==> src/rtl/apb_txn_monitor.sv <==
module apb_txn_monitor #(
  parameter int ADDR_W = 16,
  parameter int DATA_W = 32
) (
  input  logic              clk,
  input  logic              rst_n,
  input  logic [ADDR_W-1:0] bus_addr,
  input  logic              bus_write,
  input  logic              bus_sel,
  input  logic              bus_enable,
  input  logic [DATA_W-1:0] bus_wdata,
  input  logic [DATA_W-1:0] bus_rdata,
  output logic              rec_valid,
  output logic [ADDR_W-1:0] rec_addr,
  output logic              rec_write,
  output logic [DATA_W-1:0] rec_data,
  output logic              err_sequence,
  output logic              err_stable
);

  logic              armed_q;
  logic [ADDR_W-1:0] addr_q;
  logic              write_q;
  logic [DATA_W-1:0] wdata_q;

  logic setup_now, access_now, access_ok, mismatch;

  assign setup_now  = bus_sel && !bus_enable;
  assign access_now = bus_sel && bus_enable;
  assign access_ok  = armed_q && access_now;

  assign mismatch = (bus_addr != addr_q) || (bus_write != write_q) ||
                    (write_q && (bus_wdata != wdata_q));

  always_ff @(posedge clk or negedge rst_n) begin
    if (!rst_n) begin
      armed_q <= 1'b0;
      addr_q  <= '0;
      write_q <= 1'b0;
      wdata_q <= '0;
    end else begin
      armed_q <= setup_now;
      if (setup_now) begin
        addr_q  <= bus_addr;
        write_q <= bus_write;
        wdata_q <= bus_wdata;
      end
    end
  end

  assign rec_valid    = access_ok && !mismatch;
  assign rec_addr     = addr_q;
  assign rec_write    = write_q;
  assign rec_data     = write_q ? wdata_q : bus_rdata;
  assign err_stable   = access_ok && mismatch;
  assign err_sequence = (bus_enable && !armed_q) || (armed_q && !access_now);

endmodule


==> config.mk <==
export PLATFORM = sky130hd
export DESIGN_NAME = apb_txn_monitor
export DESIGN_NICKNAME = d
export VERILOG_FILES = /design/src/rtl/apb_txn_monitor.sv
export SDC_FILE = /design/constraint.sdc
export NUM_CORES = 1
export LEC_CHECK = 0
export BUFFER_PORTS_ARGS = -buffer_cell sky130_fd_sc_hd__buf_2
export CORE_MARGIN = 5
export CORE_UTILIZATION = 50
export CTS_CLUSTER_DIAMETER = 50
export CTS_CLUSTER_SIZE = 10
export DETAILED_ROUTE_END_ITERATION = 8
export PLACE_DENSITY_LB_ADDON = 0.25
export SYNTH_ARGS = -nofsm -noshare
export SYNTH_HDL_FRONTEND = slang
export SYNTH_SLANG_ARGS = --single-unit
==> constraint.sdc <==
create_clock -name clk -period 2.05 [get_ports clk]
set_input_delay 0.205 -clock clk [delete_from_list [all_inputs] [get_ports clk]]
set_output_delay 0.205 -clock clk [all_outputs]
set_load 0.02 [all_outputs]
== Word-level counts from Yosys, hierarchy flattened ==
Index checks and enable logic that the tools add are counted.
Cells by class
  equal/unequal tests: 3
  muxes and demuxes: 1
  reduce and logical (&&, ||, !) cells: 15
Operators with widths (count)
  32-bit two-way mux: 1
  32-bit inequality test: 1
  16-bit inequality test: 1
  1-bit logical AND: 8
  1-bit zero test: 4
  1-bit logical OR: 3
  1-bit inequality test: 1
Storage, ports and cells
  bits in registers: 50
  input port bits: 85

== Logic depth before layout (Yosys ltp) ==
Gate-level depths: netlist of run 1.
  depth after elaboration: 5
  depth in mapped cells: 6
  depth with buffers taken out: 5

== Least setup slack after synthesis of run 1 ==
No wires, ideal clock.
  path type: register to output
  from: register write_q (netlist: rec_write)
  to: output port rec_valid
  data arrival time: 1.706 ns
  setup slack: 0.139 ns
  cell stages (with the launch flop): 7
  buffers on the path: 1
  cells stage by stage: dfrtp_1 > buf_6 > xnor2_1 > nand4_1 > nor4_1 > nand4_1 > nor3_1
On the way
  word-level cells in the longest chain between the ends: 5
  elaborated cells on any way between the ends: 6
  classes of those cells: eq/ne: 1; reduce/logical: 5
RTL lines
  start: declaration: RTL line 23  | logic write_q;
  start signal: assignment: RTL line 45  | write_q <= bus_write;
  1-bit inequality test: RTL line 32  | assign mismatch = (bus_addr != addr_q) || (bus_write != write_q) ||
  1-bit logical OR: RTL line 32
  1-bit logical OR (*): RTL line 32
  1-bit zero test (*): RTL line 51  | assign rec_valid = access_ok && !mismatch;
  1-bit logical AND (*): RTL line 51
  end: declaration: RTL line 13  | output logic rec_valid,
Mark *: on every way between the ends. The rest lies on a longest branch, timed or not.

== Worst setup path after layout of run 1 ==
  from: register wdata_q[5]
  to: output port err_stable
On the way
  word-level cells in the longest chain between the ends: 4
RTL lines
  start: declaration: RTL line 24  | logic [DATA_W-1:0] wdata_q;
  start signal: assignment: RTL line 46  | wdata_q <= bus_wdata;
  32-bit inequality test: RTL line 33  | (write_q && (bus_wdata != wdata_q));
  1-bit logical AND: RTL line 33
  1-bit logical OR: RTL line 32
  1-bit logical AND: RTL line 55  | assign err_stable = access_ok && mismatch;
  end: declaration: RTL line 18  | output logic err_stable
No other way between the ends.

==> results of run 1 <==
[synth_stat cells]
library cell / count / area, um^2
a21boi_1: 1 / 7.51
buf_2: 8 / 40.0
buf_6: 1 / 11.3
clkbuf_1: 1 / 3.75
dfrtp_1: 50 / 1250
mux2_1: 14 / 158
mux2_2: 67 / 754
nand2_1: 1 / 3.75
nand3_1: 1 / 5.00
nand4_1: 12 / 75.1
nor2b_1: 1 / 6.26
nor3_1: 1 / 5.00
nor4_1: 3 / 18.8
o21a_1: 1 / 7.51
o21ba_1: 1 / 10.0
xnor2_1: 49 / 429
[worst min path at each step]
stage	start	end	slack [ns]	cells after the start
5_1_grt	bus_wdata[11]	wdata_q[11]	0.13	2
3_5_place_dp	rst_n	rec_addr[12]	0.26	1
6_report	bus_addr[13]	rec_addr[13]	0.14	2
4_1_cts	bus_addr[5]	rec_addr[5]	0.13	2
2_1_floorplan	rst_n	armed_q	-0.09	0
3_3_place_gp	rst_n	rec_addr[12]	0.25	1
[metrics by stage]
step	TNS (ns)	std cells	instance area, um^2	hold slack, ns
after floorplan	0	212	2790	-0.0906
after global placement	0	414	3560	0.253
after detailed placement	0	414	3560	0.258
after CTS	-0.00236	428	3770	0.131
after global routing	-0.267	430	3800	0.133
final	-0.0142	430	3800	0.142
[cell families (layout without fill, tap and decap cells)]
family,Yosys count,count (layout),synth area share [%]
AOI/OAI and AO/OA,3,3,0.898
xor gates and xnor gates,49,49,15.4
muxes,81,81,32.7
DFF,50,50,44.9
buffers and inverters,10,156,1.98
and+or+nand+nor,19,19,4.09
[registers in the layout, summed over array words and instances, names as in the netlist]
register   count
wdata_q       32
rec_addr      16
armed_q        1
rec_write      1
[cell usage in the layout, fill, tap and decap left out]
master           n
nor3_2           1
buf_6            1
dfrtp_1         50
buf_4           10
mux2_2          67
nor4_4           1
o21ba_4          1
mux2_1          14
dlygate4sd3_1    1
nand3_1          1
xnor2_1         48
nor2b_4          1
clkbuf_8         8
nand2_1          1
nor4_2           2
nand4_1         12
o21a_1           1
buf_12           2
buf_2          134
a21boi_2         1
xnor2_2          1
[power groups by stage]
stage	registers (mW)	logic [mW]	clock network [mW]
6_report	1.26	1.09	0.660
5_1_grt	1.28	1.17	0.730
4_1_cts	1.26	1.09	0.682
3_5_place_dp	1.28	1.05	0
3_3_place_gp	1.27	1.03	0
2_1_floorplan	1.32	0.650	0
[layout make-up]
type / count / area [um^2]
Clock buffer: 8 / 110
Fill cell: 438 / 1680
Multi-Input combinational cell: 152 / 1540
Sequential cell: 50 / 1250
Tap cell: 72 / 90.1
Timing Repair Buffer: 148 / 807
[layer usage]
| metal | vias up | part of all wire [%] |
|---|---|---|
| met5 | - | 0 |
| met4 | 0 | 1.1 |
| met3 | 6 | 7.6 |
| met2 | 75 | 50 |
| met1 | 1007 | 41 |
| li1 | 1048 | - |
[timing repair]
item | CTS | global route
setup endpoints to repair | 2 | 2
gates resized for setup | 9 | 3
endpoints found under the hold margin | 25 | 0
pin swaps | 8 | 7
hold buffers | 1 | 0
buffers inserted | 5 | 2
==> summary.txt, run 1 <==
Outcome
  • Status: finished, violations left
  • Failing checks: setup timing

Placed design
  • Pre-CTS setup slack: 0.168 ns
  • # port buffers: 136
  • Global placer's final weighted congestion: 0.736
  • Dpl hpwl: 5160 um

Synthesis
  • Synth cell types: 16
  • Post-synthesis cell count: 212
  • Syn_area_per_cell: 13.1 um^2
  • Syn_nets: 297
  • Sequential-to-total area share from yosys stat: 44.9%
  • Number of synthesized register bits: 50
  • Synth warnings: 0
  • Post-synth design cell area: 2790 um^2

STA
  • Max Freq: 484 MHz
  • Worst Skew: 0 ns
  • Final Hold Vio Count: 0
  • Max-slew headroom: 58.7%
  • Post-route setup slack: -0.0142 ns
  • # setup viols final: 1
  • Tcrit/Tclk final: 101%
  • Actual slew at the worst max-slew pin: 0.620 ns
  • RSZ-0062 raised after global routing: true
  • Period minus WS final: 2.06 ns
  • Max-slew violations: 0

Routing
  • Post-DRT Antenna Nets: 0
  • DR vias: 2136
  • Total Wirelength: 6620 um
  • Vias per inst: 4.97
  • DRC viols: 0
  • 1st-iter DRT viols: 46
  • Post-DR wirelength/cell: 15.4 um
  • Router iterations before antenna repair: 4

GRT
  • Vias in the first global route: 2233
  • Largest net degree at the start of global routing: 36
  • Global-route wire length before repair: 10700 um
  • Met2 Track Usage GR: 32.0%
  • Global route total overflow: 0
  • Initial antenna violation count: 0
  • GRT met3 Usage: 5.20%
  • Global routing's busiest layer: met2
  • GR Layer Usage met1: 22.5%
  • Total GRT Usage: 18.4%

Power
  • Power Total: 3.01 mW
  • Int Pwr: 2.02 mW
  • Net Switching: 0.982 mW
  • Clock share of power: 22.0%
  • Reg power frac: 41.9%
  • VDD IR-drop max: 0.000435 V
  • PwrDens: 792 nW/um^2
  • Leakage: 1.71 nW
  • Net Sw Frac: 32.7%
  • Combinational fraction of design power: 36.1%

Worst setup path
  • Worst-path cell chain: xnor2_1 > nand4_1 > nor4_4 > a21boi_2 > o21ba_4 > buf_6
  • Crit path max fanout: 3
  • Crit path max-delay family: simple AND/OR/NAND/NOR gates
  • Worst Path Arrival: 1.86 ns
  • Critical Path Sink: err_stable
  • R2r setup slk: 0.95 ns
  • FF-to-FF Start: rec_write
  • Crit. End Element: output port
  • Crit Path Class: reg2out
  • Worst path bufs/invs: 1
  • CP startpoint kind: flip-flop
  • Worst r2r dst: rec_write
  • WP data required: 1.85 ns
  • Worst Setup SP: wdata_q[5]
  • Slowest-stage cell, CP: dfrtp_1
  • Number of cells on the worst reg-to-reg path: 2
  • Levels on crit path: 6
  • Largest stage delay, worst path: 0.41 ns

Clock tree
  • Root buffer cell: clkbuf_8
  • CTS H-tree depth: 2
  • CTS tree: yes
  • Worst-Skew Late Latency: 0.30 ns
  • Clk sinks: 50
  • Clock transition at path regs: 0.09 ns
  • Maximum root-to-sink buffer count: 2
  • CTS buffer count: 5

Die
  • Top Ports: 137
  • CORE AREA: 5470 um^2
  • Row count: 27
  • Chip Height: 84.7 um
  • Die X: 84.7 um
  • Starting Density: 50.9%
  • Die outline area: 7170 um^2

Layout
  • Synth-to-Final Area Change: 36.2%
  • Nets@finish: 442
  • Share of post-route cells with drive strength above 1: 64.2%
  • Final core occ: 69.4%
  • # diodes: 0

Min path
  • Worst min path class: in2reg

Run
  • Max-Cap Viols: 0
(Power assumes the default switching activity.)
==> run 2, diff against run 1 <==
Settings changed: CORE_MARGIN 5 to 2, GPL_TIMING_DRIVEN set to 1.
==> run 2 against run 1 <==
  * The flow still finishes with violations (setup timing)
  * Flip-flop and latch count unchanged
  * Non-clock buffer count shrank 3
  * Clock skew is the same
  * Fmax rose by 0.28%
  * Sequential power hardly changed
  * Clock power fell by 12%
  * Critical path type unchanged
  * Global-route usage increased by 1.0 points
  * Total power decreased by 3.7%
  * Largest cell class unchanged
  * Hold slack better by 0.0061 ns
  * Register-to-register slack is essentially flat
  * Die area down 14%
==> summary.txt, run 2 (synthesis results as in run 1) <==
Outcome
  • Status: finished, violations left
  • Failing checks: setup timing

Routing
  • Vias per inst: 4.94 (-0.52%)
  • Router iterations before antenna repair: 4 (unchanged)
  • DRC viols: 0 (unchanged)
  • Post-DRT Antenna Nets: 0 (unchanged)
  • Total Wirelength: 5950 um (-10%)
  • 1st-iter DRT viols: 59 (+28%)
  • DR vias: 2110 (-1.2%)
  • Post-DR wirelength/cell: 13.9 um (-9.4%)

STA
  • Worst Skew: 0 ns (unchanged)
  • Max Freq: 486 MHz (+0.28%)
  • Post-route setup slack: -0.00843 ns (+0.00577 ns)
  • Final setup TNS: -0.0123 ns (+0.00192 ns)
  • Tcrit/Tclk final: 100% (-0.28 points)
  • # setup viols final: 2 (+1)
  • Period minus WS final: 2.06 ns (-0.00577 ns)
  • Max-slew headroom: 63.9% (+5.3 points)
  • Final Hold Vio Count: 0 (unchanged)
  • RSZ-0062 raised after global routing: true
  • Max-slew violations: 0 (unchanged)
  • Actual slew at the worst max-slew pin: 0.541 ns (-0.0788 ns)

Die
  • Die X: 78.7 um (-7.1%)
  • Top Ports: 137 (unchanged)
  • Row count: 27 (unchanged)
  • Starting Density: 51.2% (+0.32 points)
  • Die outline area: 6190 um^2 (-14%)
  • CORE AREA: 5440 um^2 (-0.62%)
  • Chip Height: 78.7 um (-7.1%)

GRT
  • Global-route wire length before repair: 9550 um (-10%)
  • Total GRT Usage: 19.5% (+1.0 points)
  • Global route total overflow: 0 (unchanged)
  • Largest net degree at the start of global routing: 51 (+42%)
  • Initial antenna violation count: 0 (unchanged)
  • Vias in the first global route: 2136 (-4.3%)

Worst setup path
  • Number of cells on the worst reg-to-reg path: 2 (unchanged)
  • Worst r2r dst: rec_write
  • R2r setup slk: 0.94 ns (about the same)
  • Slowest-stage cell, CP: dfrtp_1
  • Worst Setup SP: rec_addr[14]
  • Worst Path Arrival: 1.85 ns (about the same)
  • Critical Path Sink: rec_valid
  • Worst-path cell chain: xnor2_1 > nand2_1 > nor4_2 > nand4_1 > nor3_1 > buf_2
  • Crit Path Class: reg2out
  • Crit. End Element: output port
  • Crit path max fanout: 3 (unchanged)
  • FF-to-FF Start: rec_write
  • CP startpoint kind: flip-flop
  • WP data required: 1.85 ns (about the same)
  • Largest stage delay, worst path: 0.41 ns (about the same)

Clock tree
  • Root buffer cell: clkbuf_8
  • CTS tree: yes
  • CTS H-tree depth: 2 (unchanged)
  • Clk sinks: 50 (unchanged)
  • Maximum root-to-sink buffer count: 2 (unchanged)
  • Clock transition at path regs: 0.09 ns (about the same)
  • CTS buffer count: 5 (unchanged)
  • Worst-Skew Late Latency: 0.29 ns (about the same)

Layout
  • # diodes: 0 (unchanged)
  • Most frequent cells in the layout: 135 x buf_2, 67 x mux2_2, 50 x dfrtp_1, 49 x xnor2_1, 14 x mux2_1
  • Register with the highest flop count: wdata_q
  • Nets@finish: 439 (-0.68%)
  • Synth-to-Final Area Change: 33.3%
  • Max FFs per register: 32 (unchanged)
  • Share of post-route cells with drive strength above 1: 62.3% (-2.0 points)
  • Commonest non-fill, non-tap cell in the layout: buf_2
  • Final Cell Area: 3710 um^2 (-2.1%)

Run
  • Max-Cap Viols: 0 (unchanged)

Placed design
  • Global placer's final weighted congestion: 0.707 (-3.8%)
  • # port buffers: 136 (unchanged)
  • Pre-CTS setup slack: 0.169 ns (+0.00143 ns)
  • Dpl hpwl: 4460 um (-14%)
  • Cell area after placement: 3560 um^2 (-0.21%)

Power
  • PwrDens: 779 nW/um^2 (-1.6%)
  • Leakage: 1.67 nW (-2.4%)
  • VDD IR-drop max: 0.000405 V (-6.8%)
  • Power Total: 2.89 mW (-3.7%)

Min path
  • Worst min path class: in2reg
-- run 2: changes by cell type in the layout (fill, tap and decap cells not counted), sizes merged --
cell	previous run	this run
buf	147	144
clkbuf	8	7
clkinv	0	1
-- run 2: timing repair --
item / 4_1_cts / 5_1_grt
hold endpoints to repair: 21 / 0
resized for setup: 4 / 0
setup endpoints to repair: 2 / 2
setup buffers: 5 / 0
hold buffers: 1 / 0
pin swaps: 15 / 0
-- run 2: critical path: cells and delay by family, from the launching register on --
| kind | cells | cell delay, ns |
|---|---|---|
| flip-flops | 1 | 0.41 |
| XOR/XNOR | 1 | 0.19 |
| AND/OR/NAND/NOR | 4 | 0.77 |
| buffers and inverters | 1 | 0.19 |
-- run 2: power by group --
part           leakage, nW  internal (mW)  switching (mW)  total [mW]
clock               0.0482          0.273           0.309       0.582
sequential           0.588           1.13           0.123        1.25
combinational         1.03          0.541           0.517        1.06
-- run 2: layout make-up --
class	count	area, um^2
Clock buffer	7	86.3
Multi-Input combinational cell	152	1500
Tap cell	72	90.1
Timing Repair Buffer	145	782
Clock inverter	1	5.00
Fill cell	441	1720
Sequential cell	50	1250
-- run 2: worst min-delay path by stage --
stage                       start            to  slack (ns)  cells after the start
floorplan                   rst_n       armed_q       -0.09                      0
global placement            rst_n  rec_addr[11]        0.21                      1
detailed placement          rst_n  rec_addr[11]        0.22                      1
CTS                  bus_wdata[4]    wdata_q[4]        0.14                      2
global route        bus_wdata[14]   wdata_q[14]        0.15                      2
finish               bus_wdata[4]    wdata_q[4]        0.15                      2
-- run 2: metal layers --
metal	routed length, um	global-route usage (%)	up-vias
li1	-	-	1033
met1	2550	24.0	997
met2	3030	35.3	71
met3	311	3.45	9
met4	61	4.56	0
met5	0	0	-
-- run 2: through the flow --
stage,std cells,hold slack (ns),util (%)
after floorplan,212,-0.0906,-
after global placement,413,0.213,65.4
after detailed placement,413,0.221,65.4
after CTS,427,0.141,68.3
after global routing,427,0.149,68.3
final,427,0.148,68.3
